$ cat config.mk
export PLATFORM = sky130hd
export DESIGN_NAME = muxbus_turn_seq
export DESIGN_NICKNAME = d
export VERILOG_FILES = /design/src/rtl/mbt_pkg.sv /design/src/rtl/mbt_beat_ctr.sv /design/src/rtl/mbt_turn_timer.sv /design/src/rtl/mbt_rd_capture.sv /design/src/rtl/muxbus_turn_seq.sv
export SDC_FILE = /design/constraint.sdc
export NUM_CORES = 1
export LEC_CHECK = 0
export BUFFER_PORTS_ARGS = -buffer_cell sky130_fd_sc_hd__buf_2
export CAP_MARGIN = 10
export CORE_AREA = 2 2 56 97
export DETAILED_ROUTE_END_ITERATION = 10
export DIE_AREA = 0 0 58 99
export PLACE_DENSITY = 0.74
export SLEW_MARGIN = 30
export SYNTH_ARGS = -nofsm -noshare
export SYNTH_HDL_FRONTEND = slang
export SYNTH_HIERARCHICAL = 1
export SYNTH_SLANG_ARGS = --single-unit
$ cat constraint.sdc
create_clock -name clk -period 2.8 [get_ports clk]
set_clock_uncertainty 0.1 [all_clocks]
set_input_delay 0.14 -clock clk [delete_from_list [all_inputs] [get_ports clk]]
set_output_delay 0.14 -clock clk [all_outputs]
set_load 0.005 [all_outputs]
$ cat src/rtl/mbt_pkg.sv
package mbt_pkg;

    typedef enum logic [2:0] {
        S_IDLE,
        S_ADDR,
        S_RDATA,
        S_TURN,
        S_WDATA
    } mbt_state_t;

    typedef enum logic [1:0] {
        K_READ  = 2'b00,
        K_WRITE = 2'b01,
        K_RMW   = 2'b10,
        K_RSVD  = 2'b11
    } mbt_kind_t;

endpackage

$ cat src/rtl/mbt_beat_ctr.sv
module mbt_beat_ctr #(
    parameter int W = 2
) (
    input  logic         clk,
    input  logic         rst_n,
    input  logic         load,
    input  logic [W-1:0] load_val,
    input  logic         dec,
    output logic         last
);
    logic [W-1:0] remain;

    always_ff @(posedge clk or negedge rst_n) begin
        if (!rst_n)
            remain <= '0;
        else if (load)
            remain <= load_val;
        else if (dec && remain != '0)
            remain <= remain - 1'b1;
    end

    assign last = (remain == '0);
endmodule

$ cat src/rtl/mbt_turn_timer.sv
module mbt_turn_timer #(
    parameter int W = 2
) (
    input  logic         clk,
    input  logic         rst_n,
    input  logic         start,
    input  logic [W-1:0] hold,
    output logic         expired
);
    logic [W-1:0] left;

    always_ff @(posedge clk or negedge rst_n) begin
        if (!rst_n)
            left <= '0;
        else if (start)
            left <= hold;
        else if (left != '0)
            left <= left - 1'b1;
    end

    assign expired = (left == '0);
endmodule

$ cat src/rtl/mbt_rd_capture.sv
module mbt_rd_capture #(
    parameter int DW = 16
) (
    input  logic          clk,
    input  logic          rst_n,
    input  logic          sample,
    input  logic [DW-1:0] din,
    output logic [DW-1:0] dout,
    output logic          valid
);
    always_ff @(posedge clk or negedge rst_n) begin
        if (!rst_n) begin
            dout  <= '0;
            valid <= 1'b0;
        end else begin
            valid <= sample;
            if (sample)
                dout <= din;
        end
    end
endmodule

$ cat src/rtl/muxbus_turn_seq.sv
module muxbus_turn_seq
    import mbt_pkg::*;
#(
    parameter int DW = 16,
    parameter int BW = 2,
    parameter int HW = 2
) (
    input  logic          clk,
    input  logic          rst_n,
    input  logic          req_valid,
    input  logic [1:0]    req_kind,
    input  logic [DW-1:0] req_addr,
    input  logic [BW-1:0] req_beats,
    output logic          req_ready,
    input  logic [HW-1:0] hold_cfg,
    input  logic [DW-1:0] wr_data,
    output logic          beat_ack,
    output logic [DW-1:0] bus_out,
    output logic          bus_oe,
    input  logic [DW-1:0] bus_in,
    output logic          xcvr_dir,
    output logic [DW-1:0] rd_data,
    output logic          rd_valid
);
    localparam logic [BW-1:0] ONE_BEAT = '0;

    mbt_state_t    state, nxt;
    mbt_kind_t     kind_q;
    logic [DW-1:0] addr_q;
    logic          accept;
    logic          last_beat;
    logic          turn_done;
    logic          turn_start;
    logic          in_data;
    logic [BW-1:0] beat_load;
    mbt_kind_t     req_kind_e;

    assign req_kind_e = mbt_kind_t'(req_kind);
    assign accept     = req_valid && req_ready;
    assign in_data    = (state == S_RDATA) || (state == S_WDATA);
    assign turn_start = (state == S_RDATA) && last_beat;
    assign beat_load  = (req_kind_e == K_RMW) ? ONE_BEAT : req_beats;

    mbt_beat_ctr #(.W(BW)) u_beats (
        .clk      (clk),
        .rst_n    (rst_n),
        .load     (accept),
        .load_val (beat_load),
        .dec      (in_data),
        .last     (last_beat)
    );

    mbt_turn_timer #(.W(HW)) u_turn (
        .clk     (clk),
        .rst_n   (rst_n),
        .start   (turn_start),
        .hold    (hold_cfg),
        .expired (turn_done)
    );

    mbt_rd_capture #(.DW(DW)) u_cap (
        .clk    (clk),
        .rst_n  (rst_n),
        .sample (state == S_RDATA),
        .din    (bus_in),
        .dout   (rd_data),
        .valid  (rd_valid)
    );

    // request latch
    always_ff @(posedge clk or negedge rst_n) begin
        if (!rst_n) begin
            kind_q <= K_READ;
            addr_q <= '0;
        end else if (accept) begin
            kind_q <= req_kind_e;
            addr_q <= req_addr;
        end
    end

    // state register
    always_ff @(posedge clk or negedge rst_n) begin
        if (!rst_n)
            state <= S_IDLE;
        else
            state <= nxt;
    end

    // next state
    always_comb begin
        nxt = state;
        unique case (state)
            S_IDLE:
                if (req_valid) nxt = S_ADDR;
            S_ADDR:
                nxt = (kind_q == K_WRITE) ? S_WDATA : S_RDATA;
            S_RDATA:
                if (last_beat) nxt = S_TURN;
            S_TURN:
                if (turn_done) begin
                    if (kind_q == K_RMW) nxt = S_WDATA;
                    else if (req_valid)  nxt = S_ADDR;
                    else                 nxt = S_IDLE;
                end
            S_WDATA:
                if (last_beat) nxt = req_valid ? S_ADDR : S_IDLE;
            default:
                nxt = S_IDLE;
        endcase
    end

    // outputs
    always_comb begin
        req_ready = 1'b0;
        beat_ack  = 1'b0;
        bus_out   = '0;
        bus_oe    = 1'b1;
        xcvr_dir  = 1'b1;
        unique case (state)
            S_IDLE: req_ready = 1'b1;
            S_ADDR: bus_out = addr_q;
            S_RDATA: begin
                beat_ack = 1'b1;
                bus_oe   = 1'b0;
                xcvr_dir = 1'b0;
            end
            S_TURN: begin
                bus_oe    = 1'b0;
                req_ready = turn_done && (kind_q != K_RMW);
            end
            S_WDATA: begin
                beat_ack  = 1'b1;
                bus_out   = wr_data;
                req_ready = last_beat;
            end
            default: ;
        endcase
    end


    oe_needs_dir_chk: assert property (@(posedge clk) disable iff (!rst_n)
        bus_oe |-> xcvr_dir);


    turn_gap_chk: assert property (@(posedge clk) disable iff (!rst_n)
        $rose(xcvr_dir) |-> !bus_oe);


    burst_cont_chk: assert property (@(posedge clk) disable iff (!rst_n)
        (state == S_RDATA && !last_beat) |=> (state == S_RDATA));


    rd_pulse_chk: assert property (@(posedge clk) disable iff (!rst_n)
        (state == S_RDATA) |=> rd_valid);


    turn_hold_chk: assert property (@(posedge clk) disable iff (!rst_n)
        (state == S_TURN && !turn_done) |=> (state == S_TURN && !bus_oe));


    accept_addr_chk: assert property (@(posedge clk) disable iff (!rst_n)
        (req_valid && req_ready) |=> (state == S_ADDR));
endmodule

==> Word-level counts from Yosys, hierarchy flattened <==
Index checks and enable logic that the tools add are counted.
{ "totals": {"regBits": 42, "wordCells": 54} }
{ "classes": {"n_addsub": 2, "n_eq_ne": 12, "mux": 18, "reduce_logical": 15} }
{ "ops": {"columns": ["op", "n"], "rows": [
  ["one-hot mux 16 bit (2 select lines)", 1],
  ["2-to-1 mux 3 bit", 6],
  ["one-hot mux 3 bit (5 select lines)", 1],
  ["2-to-1 mux 2 bit", 5],
  ["!= test 2 bit, second input constant", 5],
  ["nonzero test 2 bit", 4],
  ["== test 3 x 2 -> 1 bit, second input constant", 2],
  ["== test 2 bit, second input constant", 2],
  ["logical AND 1 bit", 4],
  ["logical NOT 2 bit", 2],
  ["2-to-1 mux 1 bit", 4],
  ["AND reduction 4 bit", 1],
  ["OR reduction 2 bit", 2],
  ["subtractor 2 x 1 -> 2 bit, second input constant", 2],
  ["== test 3 x 1 -> 1 bit, second input constant", 1],
  ["== test 3 bit, second input constant", 1],
  ["logical NOT 3 bit", 1],
  ["one-hot mux 1 bit (3 select lines)", 1],
  ["== test 2 x 1 -> 1 bit, second input constant", 1],
  ["logical OR 1 bit", 1]
]} }

==> Depth between registers and ports, before layout <==
Gate-level depths: netlist (run 1).
{ "logic_depth": {"ltp_word": 5, "depth_mapped": 9} }

==> By module <==
Netlist (run 1), hierarchy kept.
{ "by_module_without_submodules": {"columns": ["module", "n_inst", "cells_each", "area_per_inst_um2", "seq_area_each_um2"], "rows": [
  ["muxbus_turn_seq", 1, 117, 1238.7, 525.5],
  ["mbt_rd_capture", 1, 35, 674.4, 425.4],
  ["mbt_beat_ctr", 1, 13, 132.6, 50.0],
  ["mbt_turn_timer", 1, 12, 113.9, 50.0]
]} }

==> Worst setup path before layout (run 1) <==
Ideal clock, no wire load.
{ "synth_path": {"path_kind": "register -> register", "startpoint": "register u_beats.remain[0]", "endpoint": "register u_beats.remain[1]", "t_arrival_ns": 2.011, "t_required_ns": 2.584, "path_slack_ns": 0.573, "stages_incl_launch_ff": 9, "path_cell_list": "dfrtp_1 -> inv_1 -> ha_1 -> or2b_1 -> a31oi_4 -> buf_6 -> inv_1 -> or4b_1 -> o311ai_0"} }
{ "synth_via": {"elab_chain_cells": 4, "word_cells_on_any_way": 9, "cone_classes": "add/sub (1); mux (3); reduce/logical (5)"} }
{ "synth_rtl": {"columns": ["element", "line_no", "rtl"], "rows": [
  ["start: declaration", "mbt_beat_ctr.sv:11", "logic [W-1:0] remain;"],
  ["start signal: assignment", "mbt_beat_ctr.sv:17", "remain <= load_val;"],
  ["start signal: assignment", "mbt_beat_ctr.sv:19", "remain <= remain - 1'b1;"],
  ["logical NOT 2 bit (*)", "mbt_beat_ctr.sv:22", "assign last = (remain == '0);"],
  ["net last_beat", "muxbus_turn_seq.sv:31", "logic last_beat;"],
  ["one-hot mux 1 bit (3 select lines) (*)", "muxbus_turn_seq.sv:119", "unique case (state)"],
  ["logical AND 1 bit (*)", "muxbus_turn_seq.sv:39", "assign accept = req_valid && req_ready;"],
  ["net accept", "muxbus_turn_seq.sv:30", "logic accept;"],
  ["2-to-1 mux 2 bit / nonzero test 2 bit (equally long branches)", null, null]
]} }
The timed path passes the listed nets; every way through them passes the cells marked *. The select of a mux whose other input is x is not followed.
A chain may end at the register's enable or synchronous reset.

==> Worst setup path in the final report (run 1) <==
{ "layout_path": {"startpoint": "register state[0]", "endpoint": "output port bus_out[10]"} }
{ "layout_via": {"elab_chain_cells": 2, "word_cells_on_any_way": 3, "cone_classes": "eq/ne (2); mux (1)"} }
{ "layout_rtl": {"columns": ["element", "line_no", "rtl"], "rows": [
  ["start: declaration", "muxbus_turn_seq.sv:27", "mbt_state_t state, nxt;"],
  ["start signal: assignment", "muxbus_turn_seq.sv:86", "state <= nxt;"],
  ["== test 3 bit / == test 3 x 1 -> 1 bit (equally long branches)", "muxbus_turn_seq.sv:119", null],
  ["one-hot mux 16 bit (2 select lines) (*)", "muxbus_turn_seq.sv:119", null],
  ["end: declaration", "muxbus_turn_seq.sv:18", "output logic [DW-1:0] bus_out,"]
]} }
Every way passes the cells marked *; elsewhere a longest branch is shown, timed or not.

==> metrics.md, run 1 <==
| Metric | Value |
|---|---|
| First-pass GRT wire length | about 9000 µm |
| Worst Path Arrival | between 1.5 and 2 ns |
| Clk Latency, worst-skew pair | approximately 0.28 ns |
| Post-CTS Setup Inserts | 0 |
| Via count | between 1500 and 2000 |
| # DRC | 0 |
| Worst-path maximum fanout | 18 |
| Vias in the first global route | 1957 |
| WHS Path Cells | 2 |
| Synth Area in Simple Gates | 0.122 |
| Fmax | roughly 0.48 GHz |
| Height of the die | roughly 99 µm |
| R2r worst-path depth | 7 |
| Pin count of the biggest net entering global routing | 43 |
| Total iterations of the first detailed-routing run | 5 |
| Final global-route overflow total | 0 |
| Final Hold Fails | 0 |
| Yosys warnings | 6 |
| Final Core Density | 0.623 |
| Mapped Nets | ~240 |
| Layout Cells excl Fill | between 300 and 400 |
| Gate count after technology mapping | between 150 and 200 |
| Fill cells | ~410 |
| GRT Total Usage | 0.199 |
| Hold Path Origin | req_kind[1] |
| FF-to-FF setup slack | between 0.7 and 0.8 ns |
| Area delta synth->final | 42.4% |
| Asr flop ratio synth | 1.00 |
| Worst setup SP type | flop |
| Area contributors post-synth | dfrtp_1, mux2_4, mux2_2 |
| # rows | 34 |
| Max cap viols | 0 |
| Setup tns final | 0 ns |
| Final hold slack | 0.00592 ns |
| Setup Viol. Count Final | 0 |
| Post-Synth XOR/XNOR Area | 0.00406 |
| # IOs | 94 |
| Reg2reg start | u_beats/remain[0] |
| Slew HR | 0.599 |
| Worst slew pin tran | approximately 0.60 ns |
| Die Area | around 5700 µm² |
| Clock-pin slew on the worst setup and hold paths | 0.07 ns |
| I/O Buffers | 93 |
| Power Dens Cells | between 1000 and 1500 nW/µm² |
| Post-synth EDFFs | 0 |
| Main combinational cell family by area after synthesis | multiplexers |
| Most frequent cell after synthesis | dfrtp_1 |
| Worst r2r dst | u_beats/remain[1] |
| Post-synth top cells | dfrtp_1, nor2_1, mux2_4, a22oi_1, mux2_2 |
| Area share of the largest cell type after synthesis | 0.487 |
| Final HPWL DP | approximately 3700 µm |
| Leading register cell type out of synthesis | dfrtp_1 |
| Cell Area, Synth | about 2200 µm² |
| Fin. max-slew vios | 0 |
| Power consumption | between 3 and 4 mW |
| Area share of fa/ha/maj cells after synthesis | 0.0116 |
| Max Root-Sink Buffers | 2 |
| Total CTS buffers | 5 |
| WL final | 5240 µm |
| Post-synthesis register bit count | between 40 and 50 |
| CP Class | flop to primary output |
| Mapped Avg Cell Area | 12.2 µm² |
| Iteration-0 DRC Markers | 27 |
| WHS Endpoint | kind_q[1] |
| Tmin final | between 2 and 2.5 ns |
| Synth Area in Compound Gates | 0.114 |
| Synth cell types | 35 |
| Req. time, crit path | about 2.6 ns |
| Fin nets | ~360 |
| Worst hold path type | input pin to flop |
| RSZ-0062 raised after global routing | false |
| # placed instances | 317 |
| CTS sink count | 42 |
| Leak | between 1.5 and 2 nW |
| Via/cell ratio | 5.13 |
| H-tree depth | 2 |
| CTS tree | done |
| Initial core utilization | 0.438 |
| Status | finished clean |
| Multiplexer share of the synthesized area | 0.210 |
| Post-DRT Antenna Nets | 0 |
| Seq/Total Area, Yosys | 0.487 |
| Layout cells sized above 1 | 0.466 |
| Antenna violations before repair | 0 |
| Critical Path Sink Type | primary output |
| Core ar. | roughly 4900 µm² |
| Fin crit share | 0.745 |
| Avg WL per Cell | 14.6 µm |
| Max VDD drop | about 0.7 mV |
| RD Place Congestion | 0.827 |
| Number of diodes | 0 |
| Root Driver | clkbuf_8 |
| Post-synth top area cell | dfrtp_1 |
| Die X | about 58 µm |
[layer usage]
metal  routed length, µm  track usage  vias up
li1                    -            -      876
met5                   0            0        -
met4                 119       0.0894        0
met2                2910        0.352       56
met1                2000        0.230      901
met3                 216       0.0315       10
[state kept, by name, summed over array words and instances (netlist names)]
name and cells:
u_cap/dout 16, state 3, u_cap/valid 1, u_beats/remain 2, kind_q 2, addr_q 16
u_turn/left 2
[power breakdown]
group | switching [mW] | internal [mW]
clock | 0.189 | 0.167
sequential | 0.219 | 0.926
combinational | 0.739 | 0.933
total | 1.15 | 2.03
[layout by cell type (no fill, tap or decap), types with 2 or more instances in the layout]
cell type      synthesis  layout
a21oi_1                4       4
nor2b_1                3       3
nand2_1                5       5
dlygate4sd3_1          0      35
or2b_1                 4       4
nand2b_1               4       4
and2_1                 3       3
a22oi_1               16      16
mux2_4                19      19
ha_1                   2       2
inv_1                  8       8
nor2_1                22      21
clkinv_2               0       2
buf_4                  0       5
or4b_1                 2       2
dfrtp_1               42      42
buf_2                  1      92
mux2_2                15      15
clkbuf_8               0       5
a32o_1                 2       2
[cell type report]
cell class	count	area, µm²	share of cell area
clock buffer	5	68.8	0.0224
timing repair buffer	132	848	0.276
tap	54	67.6	0.0220
inverter	8	30.0	0.00976
sequential	42	1050	0.342
clock inverter	2	10.0	0.00325
multi-input combinational	116	1000	0.325
[worst max-delay path, stage by stage, from the launching register on]
cell and delay (ns):
dfrtp_1 0.56, and2b_1 0.57, a22oi_1 0.14, nor2_1 0.15, buf_2 0.13
[through the flow]
step	cell area [µm²]	setup slack [ns]
final	3080	0.715
after CTS	3070	0.709
after global routing	3080	0.542
after floorplan	2160	0.573
after detailed placement	2640	0.741
after global placement	2640	0.757
[kinds of logic (layout without fill, tap and decap cells)]
group,Yosys count,after routing
compound gates,31,31
flops,42,42
fa+ha+maj,2,2
buf+inv,19,147
xor+xnor,1,1
simple gates,48,48
mux,34,34
[what timing repair did]
item,in CTS,in global routing
hold endpoints to repair,76,0
setup endpoints to repair,0,0
gates resized for setup,0,0
hold buffers,35,0
[worst max path at each step]
stage	cells past startpoint	end	startpoint	slack [ns]
4_1_cts	4	bus_out[0]	state[0]	0.71
5_1_grt	4	bus_out[7]	state[0]	0.54
3_5_place_dp	7	kind_q[0]	u_turn/left[0]	0.74
6_report	4	bus_out[10]	state[0]	0.71
3_3_place_gp	6	addr_q[0]	u_beats/remain[0]	0.76
2_1_floorplan	8	u_beats/remain[1]	u_beats/remain[0]	0.57
No activity file was read; power rests on OpenSTA's default activity.
==> run 2, diff against run 1 <==
CORE_AREA = 2 2 57 99   (was 2 2 56 97)
DIE_AREA = 0 0 59 101   (was 0 0 58 99)
PLACE_DENSITY = 0.75   (was 0.74)
clock period = 1.9 ns   (was 2.8 ns; I/O delays follow)
==> metrics.md, run 2 (synthesized netlist as in run 1, its figures left out) <==
| Metric | Value |
|---|---|
| Iteration-0 DRC Markers | 32 (was 27) |
| Slew HR | 0.565 (was 0.599) |
| Total CTS buffers | 5 (unchanged) |
| Worst r2r dst | u_beats/remain[1] (unchanged) |
| CP Class | flop to flop (was flop to primary output) |
| Layout Cells excl Fill | 379 (was 359) |
| Fmax | 0.533 GHz |
| Die Area | 5960 µm² (was 5740 µm²) |
| Max VDD drop | 0.774 mV (was 0.693 mV) |
| Commonest cells after routing, fill and taps aside | buf_2, dfrtp_1, dlygate4sd3_1, nor2_1, mux2_4 (unchanged) |
| Power consumption | 5.48 mW (was 3.17 mW) |
| Worst Path Arrival | 1.96 ns (was 1.85 ns) |
| Max cap viols | 0 (unchanged) |
| Worst-path maximum fanout | 3 (was 18) |
| Leak | 1.67 nW (was 1.54 nW) |
| Buf/Inv on CP | 2 (was 1) |
| Setup Viol. Count Final | 0 (unchanged) |
| Top delay family on crit path | simple AND/OR/NAND/NOR gates (unchanged) |
| Total iterations of the first detailed-routing run | 4 (was 5) |
| Clk network pwr share | 0.157 (was 0.112) |
| Worst slew pin tran | 0.652 ns (was 0.601 ns) |
| Fin. max-slew vios | 0 (unchanged) |
| Req. time, crit path | 1.99 ns (was 2.56 ns) |
| Via count | 1925 (was 1843) |
| Status | finished clean (unchanged) |
| Fin crit share | 0.988 |
| Avg WL per Cell | 15.8 µm (was 14.6 µm) |
| Via/cell ratio | 5.08 (was 5.13) |
| Antenna violations before repair | 0 (unchanged) |
| # IOs | 94 (unchanged) |
| Leading cell type in the layout, fill and taps excluded | buf_2 (unchanged) |
| # DRC | 0 (unchanged) |
| Final hold slack | 0.0167 ns (was 0.00592 ns) |
| CP max stage delay | 0.48 ns (was 0.57 ns) |
| RSZ-0062 raised after global routing | true (was false) |
| Part of the power in registers | 0.301 (was 0.361) |
| Final Hold Fails | 0 (unchanged) |
| Post-DRT Antenna Nets | 0 (unchanged) |
| Largest regs | addr_q (16), u_cap/dout (16), state (3) (unchanged) |
| CP max stage cell | or4b_4 (was and2b_1) |
| Worst hold path type | input pin to flop (unchanged) |
| Worst setup SP type | flop (unchanged) |
| Number of diodes | 0 (unchanged) |
| Clk Latency, worst-skew pair | 0.28 ns (about the same) |
| Layout cells sized above 1 | 0.531 (was 0.466) |
| Int Pwr | 3.60 mW (was 2.03 mW) |
| Switching Fraction | 0.343 (was 0.361) |
| Power Dens Cells | 1640 nW/µm² (was 1030 nW/µm²) |
| Height of the die | 101 µm (was 99 µm) |
| Reg2reg start | u_beats/remain[1] (was u_beats/remain[0]) |
| Clock-pin slew on the worst setup and hold paths | 0.08 ns (was 0.07 ns) |
| Fin nets | 382 (was 364) |
| Critical Path Sink Type | flop (was primary output) |
| WHS Path Cells | 3 (was 2) |
| R2r worst-path depth | 7 (unchanged) |
| # placed instances | 333 (was 317) |
| FF-to-FF setup slack | 0.02 ns (was 0.73 ns) |
| WL final | 6000 µm (was 5240 µm) |
| Max Root-Sink Buffers | 2 (unchanged) |
| Final global-route overflow total | 0 (unchanged) |
| Area delta synth->final | 54.5% (was 42.4%) |
| CTS sink count | 42 (unchanged) |
| Hold Path Origin | hold_cfg[1] (was req_kind[1]) |
| First-pass GRT wire length | 9690 µm (was 8940 µm) |
| CP Cell Sequence | inv_2 > ha_4 > or2b_1 > a31oi_4 > inv_4 > or4b_4 > o311ai_2 (was and2b_1 > a22oi_1 > nor2_1 > buf_2) |
| Initial core utilization | 0.418 (was 0.438) |
| Root Driver | clkbuf_8 (unchanged) |
| NetSw | 1.88 mW (was 1.15 mW) |
| WHS Endpoint | u_turn/left[1] (was kind_q[1]) |
| Die X | 59 µm (was 58 µm) |
| CTS tree | done (unchanged) |
| Combinational power share | 0.542 (was 0.527) |
| Tmin final | 1.88 ns |
| I/O Buffers | 93 (unchanged) |
| Register area | 1050 µm² (about the same) |
| Vias in the first global route | 2045 (was 1957) |
| Footprint of the multi-input gates | 1040 µm² (was 1000 µm²) |
| Final HPWL DP | 4040 µm (was 3740 µm) |
| # rows | 35 (was 34) |
| Core ar. | 5170 µm² (was 4930 µm²) |
| GRT Total Usage | 0.218 (was 0.199) |
| RD Place Congestion | 0.776 (was 0.827) |
| Fill cells | 401 (was 407) |
| H-tree depth | 2 (unchanged) |
| Pin count of the biggest net entering global routing | 31 (was 43) |
## run 2: worst register-to-register path: stages (launching register included)
cell      delay (ns)
dfrtp_1         0.35
inv_2           0.06
ha_4            0.15
or2b_1          0.26
a31oi_4         0.24
inv_4           0.05
or4b_4          0.48
o311ai_2        0.09
## run 2: routing by layer
layer,track usage,share of wire,up-vias
met3,0.0308,0.031,8
met4,0.0857,0.020,0
met2,0.402,0.58,56
met1,0.241,0.37,946
li1,-,-,915
met5,0,0,-
## run 2: through the flow
| step | setup slack (ns) | util | setup TNS, ns | instance area (µm²) |
|---|---|---|---|---|
| floorplan | -0.204 | - | -0.383 | 2180 |
| global placement | 0.0916 | 0.540 | 0 | 2790 |
| detailed placement | 0.0600 | 0.540 | 0 | 2790 |
| CTS | 0.00190 | 0.638 | 0 | 3300 |
| global route | -0.0693 | 0.646 | -0.164 | 3340 |
| finish | 0.0234 | 0.646 | 0 | 3340 |
## run 2: area by class of cell
class,instances,area share
Sequential cell,42,0.315
Multi-Input combinational cell,116,0.311
Timing Repair Buffer,150,0.301
Clock inverter,2,0.0180
Clock buffer,6,0.0247
Tap cell,55,0.0206
Inverter,8,0.00975
## run 2: worst max path at each step
stage,startpoint,to,slack [ns],depth (start not counted)
2_1_floorplan,u_beats/remain[0],u_beats/remain[0],-0.20,8
3_3_place_gp,u_beats/remain[0],addr_q[3],0.09,6
3_5_place_dp,u_beats/remain[0],kind_q[1],0.06,6
4_1_cts,state[0],bus_out[1],0.002,6
5_1_grt,u_beats/remain[0],u_beats/remain[1],-0.07,7
6_report,u_beats/remain[1],u_beats/remain[1],0.02,7
## run 2: timing repair
item | CTS | global route
hold buffers | 36 | 0
setup endpoints to repair | 11 | 30
pin swaps | 0 | 1
hold endpoints to repair | 63 | 0
gates cloned | 0 | 0
buffers inserted | 0 | 2
gates resized for setup | 2 | 8
## run 2: power by group through the flow
stage               clock, mW  sequential, mW  combinational [mW]
floorplan                   0            1.61                1.89
global route            0.927            1.70                3.24
CTS                     0.884            1.65                2.84
finish                  0.862            1.65                2.97
detailed placement          0            1.66                2.77
global placement            0            1.64                2.70
